[src/rtl/monsense_pkg.sv]
package monsense_pkg;
  localparam int NLINES = 3;
  localparam int CODE_W = 11;
  localparam int LA = 0;
  localparam int LB = 1;
  localparam int LC = 2;

  typedef enum logic [2:0] {
    PH_IDLE,
    PH_CHARGE,
    PH_FLOAT,
    PH_PULL_A,
    PH_PULL_B,
    PH_PULL_C
  } phase_e;
endpackage

[src/rtl/monsense_sync.sv]
module monsense_sync #(
  parameter int WIDTH  = 3,
  parameter int STAGES = 2
) (
  input  logic             clk,
  input  logic             rst_n,
  input  logic [WIDTH-1:0] d_i,
  output logic [WIDTH-1:0] q_o
);
  for (genvar g = 0; g < WIDTH; g++) begin : g_bit
    logic [STAGES-1:0] chain;
    always_ff @(posedge clk or negedge rst_n) begin
      if (!rst_n) chain <= '1;
      else        chain <= {chain[STAGES-2:0], d_i[g]};
    end
    assign q_o[g] = chain[STAGES-1];
  end
endmodule

[src/rtl/monsense_timer.sv]
module monsense_timer #(
  parameter int W = 8
) (
  input  logic         clk,
  input  logic         rst_n,
  input  logic         load_i,
  input  logic [W-1:0] load_val_i,
  output logic         zero_o
);
  logic [W-1:0] cnt;

  always_ff @(posedge clk or negedge rst_n) begin
    if (!rst_n)           cnt <= '0;
    else if (load_i)      cnt <= load_val_i;
    else if (cnt != '0)   cnt <= cnt - 1'b1;
  end

  assign zero_o = (cnt == '0);
endmodule

[src/rtl/monsense_ctrl.sv]
module monsense_ctrl
  import monsense_pkg::*;
#(
  parameter int CHARGE_CYC = 200,
  parameter int SETTLE_CYC = 2000,
  parameter int W          = 12
) (
  input  logic              clk,
  input  logic              rst_n,
  input  logic              start_i,
  input  logic              zero_i,
  output phase_e            phase_o,
  output logic              load_o,
  output logic [W-1:0]      load_val_o,
  output logic              stb_o,
  output logic [NLINES-1:0] drv_en_o,
  output logic [NLINES-1:0] drv_val_o
);
  localparam logic [W-1:0] CHARGE_LD = W'(CHARGE_CYC - 1);
  localparam logic [W-1:0] SETTLE_LD = W'(SETTLE_CYC - 1);

  phase_e phase, phase_nxt;

  always_ff @(posedge clk or negedge rst_n) begin
    if (!rst_n) phase <= PH_IDLE;
    else        phase <= phase_nxt;
  end

  always_comb begin
    phase_nxt  = phase;
    load_o     = 1'b0;
    load_val_o = SETTLE_LD;
    stb_o      = 1'b0;
    unique case (phase)
      PH_IDLE: if (start_i) begin
        phase_nxt  = PH_CHARGE;
        load_o     = 1'b1;
        load_val_o = CHARGE_LD;
      end
      PH_CHARGE: if (zero_i) begin
        phase_nxt = PH_FLOAT;
        load_o    = 1'b1;
      end
      PH_FLOAT: if (zero_i) begin
        phase_nxt = PH_PULL_A;
        load_o    = 1'b1;
        stb_o     = 1'b1;
      end
      PH_PULL_A: if (zero_i) begin
        phase_nxt = PH_PULL_B;
        load_o    = 1'b1;
        stb_o     = 1'b1;
      end
      PH_PULL_B: if (zero_i) begin
        phase_nxt = PH_PULL_C;
        load_o    = 1'b1;
        stb_o     = 1'b1;
      end
      PH_PULL_C: if (zero_i) begin
        phase_nxt = PH_IDLE;
        stb_o     = 1'b1;
      end
      default: phase_nxt = PH_IDLE;
    endcase
  end

  always_comb begin
    drv_en_o  = '0;
    drv_val_o = '0;
    case (phase)
      PH_CHARGE: begin
        drv_en_o  = '1;
        drv_val_o = '1;
      end
      PH_PULL_A: drv_en_o[LA] = 1'b1;
      PH_PULL_B: drv_en_o[LB] = 1'b1;
      PH_PULL_C: drv_en_o[LC] = 1'b1;
      default: ;
    endcase
  end

  assign phase_o = phase;
endmodule

[src/rtl/monsense_pack.sv]
module monsense_pack
  import monsense_pkg::*;
(
  input  logic              clk,
  input  logic              rst_n,
  input  phase_e            phase_i,
  input  logic              stb_i,
  input  logic [NLINES-1:0] lvl_i,
  output logic              done_o,
  output logic [CODE_W-1:0] code_o
);
  logic [CODE_W-1:2] shadow;

  always_ff @(posedge clk or negedge rst_n) begin
    if (!rst_n) begin
      shadow <= '0;
      code_o <= '0;
      done_o <= 1'b0;
    end else begin
      done_o <= 1'b0;
      if (stb_i) begin
        case (phase_i)
          PH_FLOAT: begin
            shadow        <= '0;
            shadow[10:8]  <= {lvl_i[LC], lvl_i[LB], lvl_i[LA]};
          end
          PH_PULL_A: shadow[5:4] <= {lvl_i[LC], lvl_i[LB]};
          PH_PULL_B: shadow[3:2] <= {lvl_i[LC], lvl_i[LA]};
          PH_PULL_C: begin
            code_o <= {shadow, lvl_i[LB], lvl_i[LA]};
            done_o <= 1'b1;
          end
          default: ;
        endcase
      end
    end
  end
endmodule

[src/rtl/monsense_seq.sv]
module monsense_seq
  import monsense_pkg::*;
#(
  parameter int CHARGE_CYC  = 200,
  parameter int SETTLE_CYC  = 2000,
  parameter int SYNC_STAGES = 2
) (
  input  logic              clk,
  input  logic              rst_n,
  input  logic              start_i,
  input  logic [2:0]        line_i,
  output logic [2:0]        drv_en_o,
  output logic [2:0]        drv_val_o,
  output logic              done_o,
  output logic [10:0]       code_o
);
  localparam int MAX_CYC = (CHARGE_CYC > SETTLE_CYC) ? CHARGE_CYC : SETTLE_CYC;
  localparam int CNT_W   = $clog2(MAX_CYC) + 1;

  logic [NLINES-1:0] lvl_s;
  logic              tmr_load, tmr_zero, smp_stb;
  logic [CNT_W-1:0]  tmr_val;
  phase_e            phase;

  monsense_sync #(.WIDTH(NLINES), .STAGES(SYNC_STAGES)) u_sync (
    .clk(clk), .rst_n(rst_n), .d_i(line_i), .q_o(lvl_s)
  );

  monsense_timer #(.W(CNT_W)) u_timer (
    .clk(clk), .rst_n(rst_n), .load_i(tmr_load), .load_val_i(tmr_val),
    .zero_o(tmr_zero)
  );

  monsense_ctrl #(.CHARGE_CYC(CHARGE_CYC), .SETTLE_CYC(SETTLE_CYC), .W(CNT_W)) u_ctrl (
    .clk(clk), .rst_n(rst_n), .start_i(start_i), .zero_i(tmr_zero),
    .phase_o(phase), .load_o(tmr_load), .load_val_o(tmr_val), .stb_o(smp_stb),
    .drv_en_o(drv_en_o), .drv_val_o(drv_val_o)
  );

  monsense_pack u_pack (
    .clk(clk), .rst_n(rst_n), .phase_i(phase), .stb_i(smp_stb), .lvl_i(lvl_s),
    .done_o(done_o), .code_o(code_o)
  );
endmodule

[config.mk]
export PLATFORM = sky130hd
export DESIGN_NAME = monsense_seq
export DESIGN_NICKNAME = d
export VERILOG_FILES = /design/src/rtl/monsense_pkg.sv /design/src/rtl/monsense_sync.sv /design/src/rtl/monsense_timer.sv /design/src/rtl/monsense_ctrl.sv /design/src/rtl/monsense_pack.sv /design/src/rtl/monsense_seq.sv
export SDC_FILE = /design/constraint.sdc
export NUM_CORES = 1
export LEC_CHECK = 0
export ABC_AREA = 1
export BUFFER_PORTS_ARGS = -buffer_cell sky130_fd_sc_hd__buf_2
export CORE_AREA = 5 5 68 70
export DETAILED_ROUTE_END_ITERATION = 6
export DIE_AREA = 0 0 73 75
export HOLD_SLACK_MARGIN = 0.15
export PLACE_DENSITY_LB_ADDON = 0.2
export SYNTH_ARGS = -nofsm -noshare
export SYNTH_HDL_FRONTEND = slang
export SYNTH_SLANG_ARGS = --single-unit
[constraint.sdc]
create_clock -name clk -period 1.4 [get_ports clk]
set_input_delay 0.14 -clock clk [delete_from_list [all_inputs] [get_ports clk]]
set_output_delay 0.14 -clock clk [all_outputs]
set_load 0.02 [all_outputs]
==> reports/qor.csv, run 1 <==
metric;value;unit
status;finished, violations left;
violated checks;negative setup slack;
Die Area;5480;sq um
min-delay src;start_i;
area grow syn2layout;44.9;%
Via Count;1752;
Worst EP arrival;1.68;ns
number of buffers and inverters on the critical path;3;
Clock transition at path regs;0.07;ns
RR Endpoint;u_pack.code_o[5];
DRT Pass-1 Iters;5;
final wirelength;4840;um
Synth Warn #;0;
Avg WL per Cell;13.6;um
Yosys reg bits;38;
CORE AREA;3910;sq um
most frequent cells in the layout;nand2_1 (56), buf_4 (39), dfrtp_1 (29);
Max stage delay on crit path;0.40;ns
H-tree depth;2;
Cell Pwr Density;686;nW/um^2
first-pass GRT wire length;7760;um
Synth area leader;dfrtp_1;
initial DRC count;149;
register-to-register setup slack;-0.09;ns
clk_skew;0.00843;ns
num rows;23;
crit path max fanout;7;
Tcrit/Tclk final;106;%
nets;313;
Mapped Area;1910;sq um
largest net degree at the start of global routing;22;
PortBufs;21;
Top FF cell, synth;dfrtp_1;
worst vdd ir;0.565;mV
crit path from;u_timer.cnt[0];
reg2reg start;u_timer.cnt[0];
CP Data Required Time;1.59;ns
Die Ht;75;um
DRC violations left;0;
Period minus WS final;1.49;ns
initial antenna violation count;0;
crit path cell chain;inv_2, ha_4, nand2_4, nor2_4, nand3b_4, buf_12, buf_6, o21ai_2, nand2_1;
RD Place Congestion;0.881;
Setup crit end;u_pack.code_o[5];
I/O pin cnt;24;
crit start category;flop;
Seq/Total Area, Yosys;50.2;%
CTS tree;done;
R2R depth;9;
ys async rst share;100;%
area share of the largest cell type after synthesis;41.9;%
Post-Syn Area per Cell;8.34;sq um
CTS sink count;38;
GR Util All Layers;19.2;%
Final Instance Area;2770;sq um
Fillers;312;
dpl ws;-0.112;ns
RSZ-0062 raised after global routing;true;
number of library cell types mapped by synthesis;27;
# diodes;0;
Area contributors post-synth;dfrtp_1 (42%), nand2_1 (13%), dfstp_2 (8.3%), nor2_1 (4.9%), nand3_1 (4.2%);
Fin Hold WS;0.263;ns
sw frac;22.2;%
Inserted Clock Buffers;5;
Leak Pwr;0.00141;uW
Worst path depth;9;
type of the worst setup path;reg -> reg;
max_cap viols;0;
Longest Clk Path Bufs;2;
Initial Utilization;48.8;%
share of cells above drive strength 1;48.4;%
commonest non-fill, non-tap cell in the layout;nand2_1;
Cells after Synth;229;
number of synthesized flops with an enable pin;0;
Critical Path Slowest Stage Cell;dfrtp_1;
Die W;73;um
Pins Over Slew Limit;0;
internal power;1480;uW
final hold vios;0;
placed instance area;2310;sq um
Sequential Power Share;58.9;%
Final setup viols;21;
Sw Pwr;422;uW
total gr overflow;0;
Achievable Freq;672;MHz
dpl hpwl;3140;um
Final WS setup;-0.0871;ns
worst min path class;in -> reg;
vias in the first global route;1665;
Clk pwr share;38.3;%
critical path endpoint category;flop;
vias per cell;4.92;
combinational power share;2.8;%
critical path's top delay family;flip-flops;
clk_lat worst skew;0.30;ns
clock tree root driver cell;clkbuf_8;
antenna viol nets, final;0;
## per-layer routing
layer / GRT usage, % / wire length (um)
met1: 24.1 / 2070
met4: 7.38 / 51
met3: 4.94 / 275
met5: 0 / 0
met2: 31.9 / 2440
## power by group through the flow
| stage | clock (uW) | sequential, uW | combinational (uW) |
|---|---|---|---|
| after global routing | 810 | 1120 | 60.0 |
| after floorplan | 0 | 1140 | 12.9 |
| final | 728 | 1120 | 52.3 |
| after CTS | 750 | 1120 | 53.7 |
| after global placement | 0 | 1140 | 45.0 |
| after detailed placement | 0 | 1140 | 45.3 |
## flip-flops by register name (all words and copies together), names as in the netlist
name and flops:
u_pack.code_o 9, u_timer.cnt 12, u_pack.done_o 1, u_pack.shadow 7, u_ctrl.phase_o 3, u_sync.g_bit.chain 6
## cell usage after synthesis (2+ instances only)
cell and number:
xor2_1 2, inv_1 18, dfrtp_1 32, inv_2 4
dfstp_2 6, buf_4 5, nor2_2 6, o21ai_2 2
o21ai_0 10, nor2_1 25, o21ai_1 11, nand3_1 16
nor2_4 6, nand2_2 4, ha_1 2, nand2_1 67
nor3_1 2, xnor2_1 2
## worst register-to-register path, stage by stage (launching register included)
cell	delay (ns)
dfrtp_1	0.40
inv_2	0.09
ha_4	0.16
nand2_4	0.06
nor2_4	0.11
nand3b_4	0.10
buf_12	0.15
buf_6	0.12
o21ai_2	0.13
nand2_1	0.06
## repair_timing
item,CTS,global route
pin swaps,17,23
buffers inserted,5,8
hold buffers,4,0
gates resized for setup,37,30
endpoints found under the hold margin,41,0
setup endpoints to repair,34,36
gates cloned,1,0
## metrics by stage
stage / util (%) / total power, uW / std cells / TNS (ns)
global placement: 59.1 / 1180 / 330 / -0.881
global route: 70.7 / 1990 / 356 / -2.47
CTS: 66.9 / 1920 / 348 / -0.294
floorplan: - / 1150 / 230 / -0.0379
finish: 70.7 / 1900 / 356 / -0.735
detailed placement: 59.1 / 1190 / 330 / -2.11
## cells by family (layout without fill, tap and decap cells)
kind of cell	after synthesis	after routing	share of synthesized area, %
buffers and inverters	29	104	7.14
AO/OA/AOI/OAI	25	25	7.33
XOR/XNOR	4	4	1.83
AND/OR/NAND/NOR	130	131	32.0
flip-flops	38	38	50.2
adder cells (fa/ha/maj)	2	2	1.31
other	1	2	0.196
## worst min path at each step
| stage | to | depth (start not counted) |
|---|---|---|
| after global routing | u_ctrl.phase_o[2] | 5 |
| after CTS | u_ctrl.phase_o[1] | 5 |
| after detailed placement | u_timer.cnt[5] | 1 |
| after global placement | u_timer.cnt[2] | 1 |
| final | u_ctrl.phase_o[1] | 5 |
| after floorplan | u_ctrl.phase_o[0] | 0 |
## area by class of cell
cell class | instances | area (sq um) | share of cell area [%]
flip-flops and latches | 38 | 962 | 34.8
inverters | 22 | 85.1 | 3.07
repair buffers | 74 | 587 | 21.2
clock inverters | 2 | 10.0 | 0.362
well taps | 50 | 62.6 | 2.26
clock buffers | 6 | 72.6 | 2.62
multi-input cells | 164 | 988 | 35.7
No activity file was read; power rests on OpenSTA's default activity.
==> run 2, diff against run 1 <==
--- a/config.mk
+++ b/config.mk
@@ -6,10 +6,10 @@
 export NUM_CORES = 1
 export LEC_CHECK = 0
 export ABC_AREA = 1
-export BUFFER_PORTS_ARGS = -buffer_cell sky130_fd_sc_hd__buf_2
-export CORE_AREA = 5 5 68 70
+export CORE_AREA = 5 5 65 67
 export DETAILED_ROUTE_END_ITERATION = 6
-export DIE_AREA = 0 0 73 75
+export DIE_AREA = 0 0 70 72
+export DONT_BUFFER_PORTS = 1
 export HOLD_SLACK_MARGIN = 0.15
 export PLACE_DENSITY_LB_ADDON = 0.2
 export SYNTH_ARGS = -nofsm -noshare
==> run 2 against run 1 <==
Net effect: the run still ends with negative setup slack left; utilization increased by 6.1 points; first-iteration DRC count is 25% lower; maximum frequency is 2.5% lower; hold slack got worse by 0.037 ns; clock skew is 0.0096 ns higher; largest cell class unchanged.
==> reports/qor.csv, run 2 (synthesis gave the netlist of run 1 again) <==
metric;value;unit;change
Final setup viols;35;;+67%
Cell Pwr Density;711;nW/um^2;+3.6%
final wirelength;5110;um;+5.6%
number of buffers and inverters on the critical path;1;;-2
num rows;22;;-4.3%
clk_skew;0.0181;ns;+0.00963 ns
clock tree root driver cell;clkbuf_4;;
internal power;1560;uW;+5.4%
RSZ-0062 raised after global routing;true;;
Worst EP arrival;1.77;ns;+0.09 ns
crit path cell chain;nor2_4, nand2_1, nor2_4, nand2_4, buf_6, nor2_4, nor2_4, nand2_1, nor2_1;;
violated checks;negative setup slack;;
RD Place Congestion;0.876;;-0.57%
Sw Pwr;400;uW;-5.3%
Critical Path Slowest Stage Cell;dfrtp_1;;
Longest Clk Path Bufs;2;;unchanged
Achievable Freq;656;MHz;-2.5%
Clk pwr share;40.3;%;+2.0 points
worst vdd ir;0.560;mV;-0.95%
nets;301;;-3.8%
Fin Hold WS;0.226;ns;-0.0374 ns
Tcrit/Tclk final;109;%;+2.7 points
Initial Utilization;53.4;%;+4.6 points
max_cap viols;0;;unchanged
vias in the first global route;1642;;-1.4%
critical path endpoint category;flop;;
critical path's most frequent cell;nor2_4;;
worst min path class;in -> async;;
antenna viol nets, final;0;;unchanged
DRC violations left;0;;unchanged
Sequential Power Share;57.2;%;-1.7 points
Finished Core Util;76.9;%;+6.1 points
most flop-heavy register;u_timer.cnt;;
Die W;70;um;-4.1%
most frequent cells in the layout;nand2_1 (56), buf_4 (44), dfrtp_1 (30);;
dpl cells;306;;-7.3%
Die Area;5040;sq um;-7.9%
H-tree depth;2;;unchanged
CP Data Required Time;1.65;ns;+0.06 ns
Max stage delay on crit path;0.42;ns;+0.02 ns
I/O pin cnt;24;;unchanged
crit start category;flop;;
final hold vios;0;;unchanged
biggest regs;u_timer.cnt (12), u_pack.code_o (9), u_pack.shadow (7);;
Period minus WS final;1.52;ns;+0.0377 ns
Clock transition at path regs;0.12;ns;+0.05 ns
Avg WL per Cell;14.9;um;+9.9%
first-pass GRT wire length;7530;um;-3.0%
Fillers;252;;-19%
Finished Layout Cells;342;;-3.9%
GR Util All Layers;18.9;%;-0.34 points
status;finished, violations left;;
type of the worst setup path;reg -> reg;;
commonest non-fill, non-tap cell in the layout;nand2_1;;
initial antenna violation count;0;;unchanged
combinational power share;2.5;%;-0.3 points
Via Count;1710;;-2.4%
Pins Over Slew Limit;0;;unchanged
PortBufs;0;;-100%
sw frac;20.4;%;-1.8 points
# diodes;0;;unchanged
critical path's top delay family;simple AND/OR/NAND/NOR gates;;
area grow syn2layout;43.9;%;
CORE AREA;3580;sq um;-8.6%
number of flip-flops in the largest register;12;;unchanged
DRT Pass-1 Iters;4;;-1
CTS tree;done;;
clk_lat worst skew;0.35;ns;+0.05 ns
CTS sink count;38;;unchanged
initial DRC count;112;;-25%
Final WS setup;-0.125;ns;-0.0377 ns
Die Ht;72;um;-4.0%
total gr overflow;0;;unchanged
largest net degree at the start of global routing;39;;+77%
dpl hpwl;2900;um;-7.7%
share of cells above drive strength 1;44.9;%;-3.5 points
Leak Pwr;0.00140;uW;-0.47%
Inserted Clock Buffers;5;;unchanged
crit path max fanout;8;;+1
vias per cell;5.00;;+1.6%
[run 2: cell count changes in the layout (fill, tap and decap cells not counted), moves of 4 or more]
cell and change:
clkbuf_4 +5, o21ai_1 +5, buf_4 +5, buf_2 -18, clkbuf_8 -4
[run 2: worst register-to-register path, delay by kind of cell (launching register included)]
kind	cells	cell delay, ns
buf+inv	1	0.14
flops	1	0.42
simple gates	8	0.88
[run 2: power by group through the flow]
stage | registers, uW | logic, uW | clock network (uW)
finish | 1120 | 48.6 | 788
global route | 1120 | 56.3 | 863
global placement | 1140 | 8.99 | 0
detailed placement | 1140 | 9.01 | 0
CTS | 1120 | 49.2 | 800
floorplan | 1140 | 12.9 | 0
[run 2: final cells by class]
cell class              count  area [sq um]  share of cell area, %
well taps                  48          60.1                   2.18
inverters                  22          87.6                   3.18
flip-flops and latches     38           961                   34.9
repair buffers             61           533                   19.4
clock buffers               7          55.1                   2.00
clock inverters             1          30.0                   1.09
multi-input cells         165          1020                   37.2
[run 2: what timing repair did]
item,4_1_cts,5_1_grt
buffers inserted,9,11
resized for setup,33,36
endpoints found under the hold margin,43,0
pin swaps,19,20
hold buffers,6,0
gates cloned,2,0
setup endpoints to repair,36,35
[run 2: final timing paths]
| kind | start | to | slack, ns | depth (start not counted) |
|---|---|---|---|---|
| worst max-delay path | u_timer.cnt[3] | u_timer.cnt[5] | -0.12 | 9 |
| worst min-delay path | rst_n | u_timer.cnt[10] | 0.23 | 2 |
| worst max register to register | u_timer.cnt[3] | u_timer.cnt[5] | -0.12 | 9 |
| worst min register to register | u_sync.g_bit[1].chain[0] | u_sync.g_bit[1].chain[1] | 0.36 | 0 |
| max in group asynchronous | rst_n | u_sync.g_bit[0].chain[0] | 0.89 | 2 |
| min in group clk | line_i[2] | u_sync.g_bit[2].chain[0] | 0.33 | 1 |
[run 2: per-stage QoR]
step / setup TNS (ns) / instance area (sq um) / power [uW] / worst slack (ns)
floorplan: -0.0379 / 1920 / 1150 / -0.00935
detailed placement: -3.13 / 2200 / 1150 / -0.160
CTS: -0.542 / 2550 / 1970 / -0.0588
finish: -2.00 / 2750 / 1960 / -0.125
global placement: -1.87 / 2200 / 1150 / -0.107
global route: -4.91 / 2750 / 2040 / -0.236
[run 2: routing by layer]
metal	track usage [%]	vias up	wire length, um
li1	-	847	-
met1	24.3	816	2180
met2	31.2	38	2630
met3	4.99	9	225
met4	6.17	0	71
met5	0	-	0
==> run 3, diff against run 2 <==
--- a/config.mk
+++ b/config.mk
@@ -6,12 +6,13 @@
 export NUM_CORES = 1
 export LEC_CHECK = 0
 export ABC_AREA = 1
-export CORE_AREA = 5 5 65 67
+export CORE_AREA = 2 2 62 64
 export DETAILED_ROUTE_END_ITERATION = 6
-export DIE_AREA = 0 0 70 72
+export DIE_AREA = 0 0 64 66
 export DONT_BUFFER_PORTS = 1
 export HOLD_SLACK_MARGIN = 0.15
-export PLACE_DENSITY_LB_ADDON = 0.2
+export PLACE_DENSITY = 0.79
+export SETUP_SLACK_MARGIN = 0.2
 export SYNTH_ARGS = -nofsm -noshare
 export SYNTH_HDL_FRONTEND = slang
 export SYNTH_SLANG_ARGS = --single-unit
==> run 3 against run 2 <==
Net effect: the run still ends with negative setup slack left; non-clock buffer count decreased by 6; sequential share of layout area decreased by 1.1 points; via count increased by 6.9%; maximum frequency decreased by 6.9%; total power increased by 11%; hold slack got worse by 0.069 ns; setup slack got worse by 0.11 ns; combinational power decreased by 4%; global-route usage increased by 5.7 points; utilization increased by 3.0 points; cell area increased by 3.0%; critical path type unchanged.
==> reports/qor.csv, run 3 (synthesis gave the netlist of run 1 again) <==
metric;value;unit;change
status;finished, violations left;;
violated checks;negative setup slack;;
Via Count;1828;;+6.9%
Die Area;4220;sq um;-16%
PortBufs;0;;unchanged
crit path max fanout;8;;unchanged
CORE AREA;3550;sq um;-0.77%
worst min path class;in -> reg;;
Achievable Freq;611;MHz;-6.9%
critical path endpoint category;flop;;
Period minus WS final;1.64;ns;+0.113 ns
initial antenna violation count;0;;unchanged
max_cap viols;0;;unchanged
initial DRC count;75;;-33%
Clock transition at path regs;0.12;ns;about the same
crit start category;flop;;
clk_lat worst skew;0.36;ns;about the same
most flop-heavy register;u_timer.cnt;;
Final WS setup;-0.238;ns;-0.113 ns
clock tree root driver cell;clkbuf_4;;
DRT Pass-1 Iters;4;;unchanged
# diodes;0;;unchanged
vias per cell;5.47;;+9.5%
final hold vios;0;;unchanged
largest net degree at the start of global routing;39;;unchanged
Die W;64;um;-8.6%
Finished Layout Cells;334;;-2.3%
Longest Clk Path Bufs;2;;unchanged
total gr overflow;0;;unchanged
worst vdd ir;0.757;mV;+35%
vias in the first global route;1738;;+5.8%
share of cells above drive strength 1;49.3;%;+4.4 points
area grow syn2layout;48.3;%;
Avg WL per Cell;17.3;um;+16%
Worst EP arrival;1.91;ns;+0.14 ns
dpl cells;305;;-0.33%
Tcrit/Tclk final;117;%;+8.1 points
number of flip-flops in the largest register;12;;unchanged
RSZ-0062 raised after global routing;true;;
CTS sink count;38;;unchanged
antenna viol nets, final;0;;unchanged
GR Util All Layers;24.5;%;+5.7 points
CTS tree;done;;
biggest regs;u_timer.cnt (12), u_pack.code_o (9), u_pack.shadow (7);;
Die Ht;66;um;-8.3%
Initial Utilization;53.8;%;+0.41 points
register-to-register setup slack;-0.24;ns;-0.11 ns
Sum Neg Setup Slack;-2.67;ns;-0.666 ns
Pins Over Slew Limit;0;;unchanged
area of the multi-input gates;1100;sq um;+7.2%
nets;293;;-2.7%
Fillers;194;;-23%
FF/Latch Area;960;sq um;-0.13%
DRC violations left;0;;unchanged
I/O pin cnt;24;;unchanged
RD Place Congestion;0.867;;-1.0%
first-pass GRT wire length;7810;um;+3.8%
most frequent cells in the layout;nand2_1 (52), buf_4 (35), dfrtp_1 (31);;
final wirelength;5780;um;+13%
Inserted Clock Buffers;5;;unchanged
Final setup viols;35;;unchanged
CP Data Required Time;1.68;ns;+0.03 ns
type of the worst setup path;reg -> reg;;
commonest non-fill, non-tap cell in the layout;nand2_1;;
num rows;22;;unchanged
Cell Pwr Density;764;nW/um^2;+7.5%
H-tree depth;2;;unchanged
clk_skew;0.00854;ns;-0.00952 ns
Leak Pwr;0.00137;uW;-2.5%
dpl hpwl;2930;um;+1.1%
-- run 3: cell count changes in the layout (fill, tap and decap cells not counted), sizes merged --
cell | before | now
inv | 22 | 21
nor2 | 38 | 37
bufinv | 1 | 2
dlygate4sd3 | 5 | 4
nand3b | 3 | 2
buf | 56 | 51
clkinv | 0 | 1
clkbuf | 7 | 6
-- run 3: path summary, 6_finish.rpt --
check	cells after the start	from	to
hold / removal	5	start_i	u_ctrl.phase_o[1]
hold reg to reg	0	u_sync.g_bit[1].chain[0]	u_sync.g_bit[1].chain[1]
min in group asynchronous	2	rst_n	u_timer.cnt[0]
setup reg to reg	9	u_ctrl.phase_o[0]	u_timer.cnt[5]
max in group asynchronous	2	rst_n	u_sync.g_bit[1].chain[0]
setup / recovery	9	u_ctrl.phase_o[0]	u_timer.cnt[5]
-- run 3: cell type report --
cell class,instances,share of cell area (%)
multi-input combinational,163,38.7
sequential,38,33.9
timing repair buffer,55,17.7
inverter,22,3.71
clock inverter,2,2.12
tap,48,2.12
clock buffer,6,1.81
-- run 3: where the power goes --
group / switching [uW] / leakage [uW] / total [uW] / internal (uW)
registers: 6.02 / 0.000473 / 1120 / 1110
clock network: 396 / 0.0000585 / 1000 / 605
logic: 32.3 / 0.000837 / 46.7 / 14.4
total: 434 / 0.00137 / 2170 / 1730
-- run 3: timing repair --
action	CTS	global route
endpoints found under the hold margin	41	0
hold buffers	5	0
buffers inserted	10	6
endpoints found under the setup margin	38	38
resized for setup	42	39
pin swaps	11	22
-- run 3: critical path, cell delays in order, from the launching register on --
cell	delay, ns
dfrtp_1	0.45
buf_6	0.15
nor2_4	0.04
nand2_2	0.09
nand2_4	0.07
nor2_4	0.16
nor2_4	0.06
nor2_4	0.22
nand2_1	0.12
nor2_1	0.20
-- run 3: through the flow --
stage | instance area, sq um | setup slack [ns] | power [uW] | hold WS, ns | utilization [%]
after floorplan | 1970 | 0.0582 | 1150 | -0.156 | -
after global placement | 2230 | -0.0257 | 1150 | -0.154 | 62.9
after detailed placement | 2230 | -0.0665 | 1150 | -0.154 | 62.9
after CTS | 2640 | -0.0548 | 2150 | 0.179 | 74.2
after global routing | 2830 | -0.295 | 2230 | 0.149 | 79.8
final | 2830 | -0.238 | 2170 | 0.157 | 79.8
-- run 3: routing by layer --
layer | global-route usage (%) | vias to the layer above | share of wire (%) | routed length [um]
li1 | - | 826 | - | -
met1 | 27.9 | 884 | 37 | 2170
met2 | 43.8 | 87 | 52 | 3000
met3 | 6.47 | 31 | 6.1 | 351
met4 | 9.78 | 0 | 4.7 | 270
met5 | 0 | - | 0 | 0
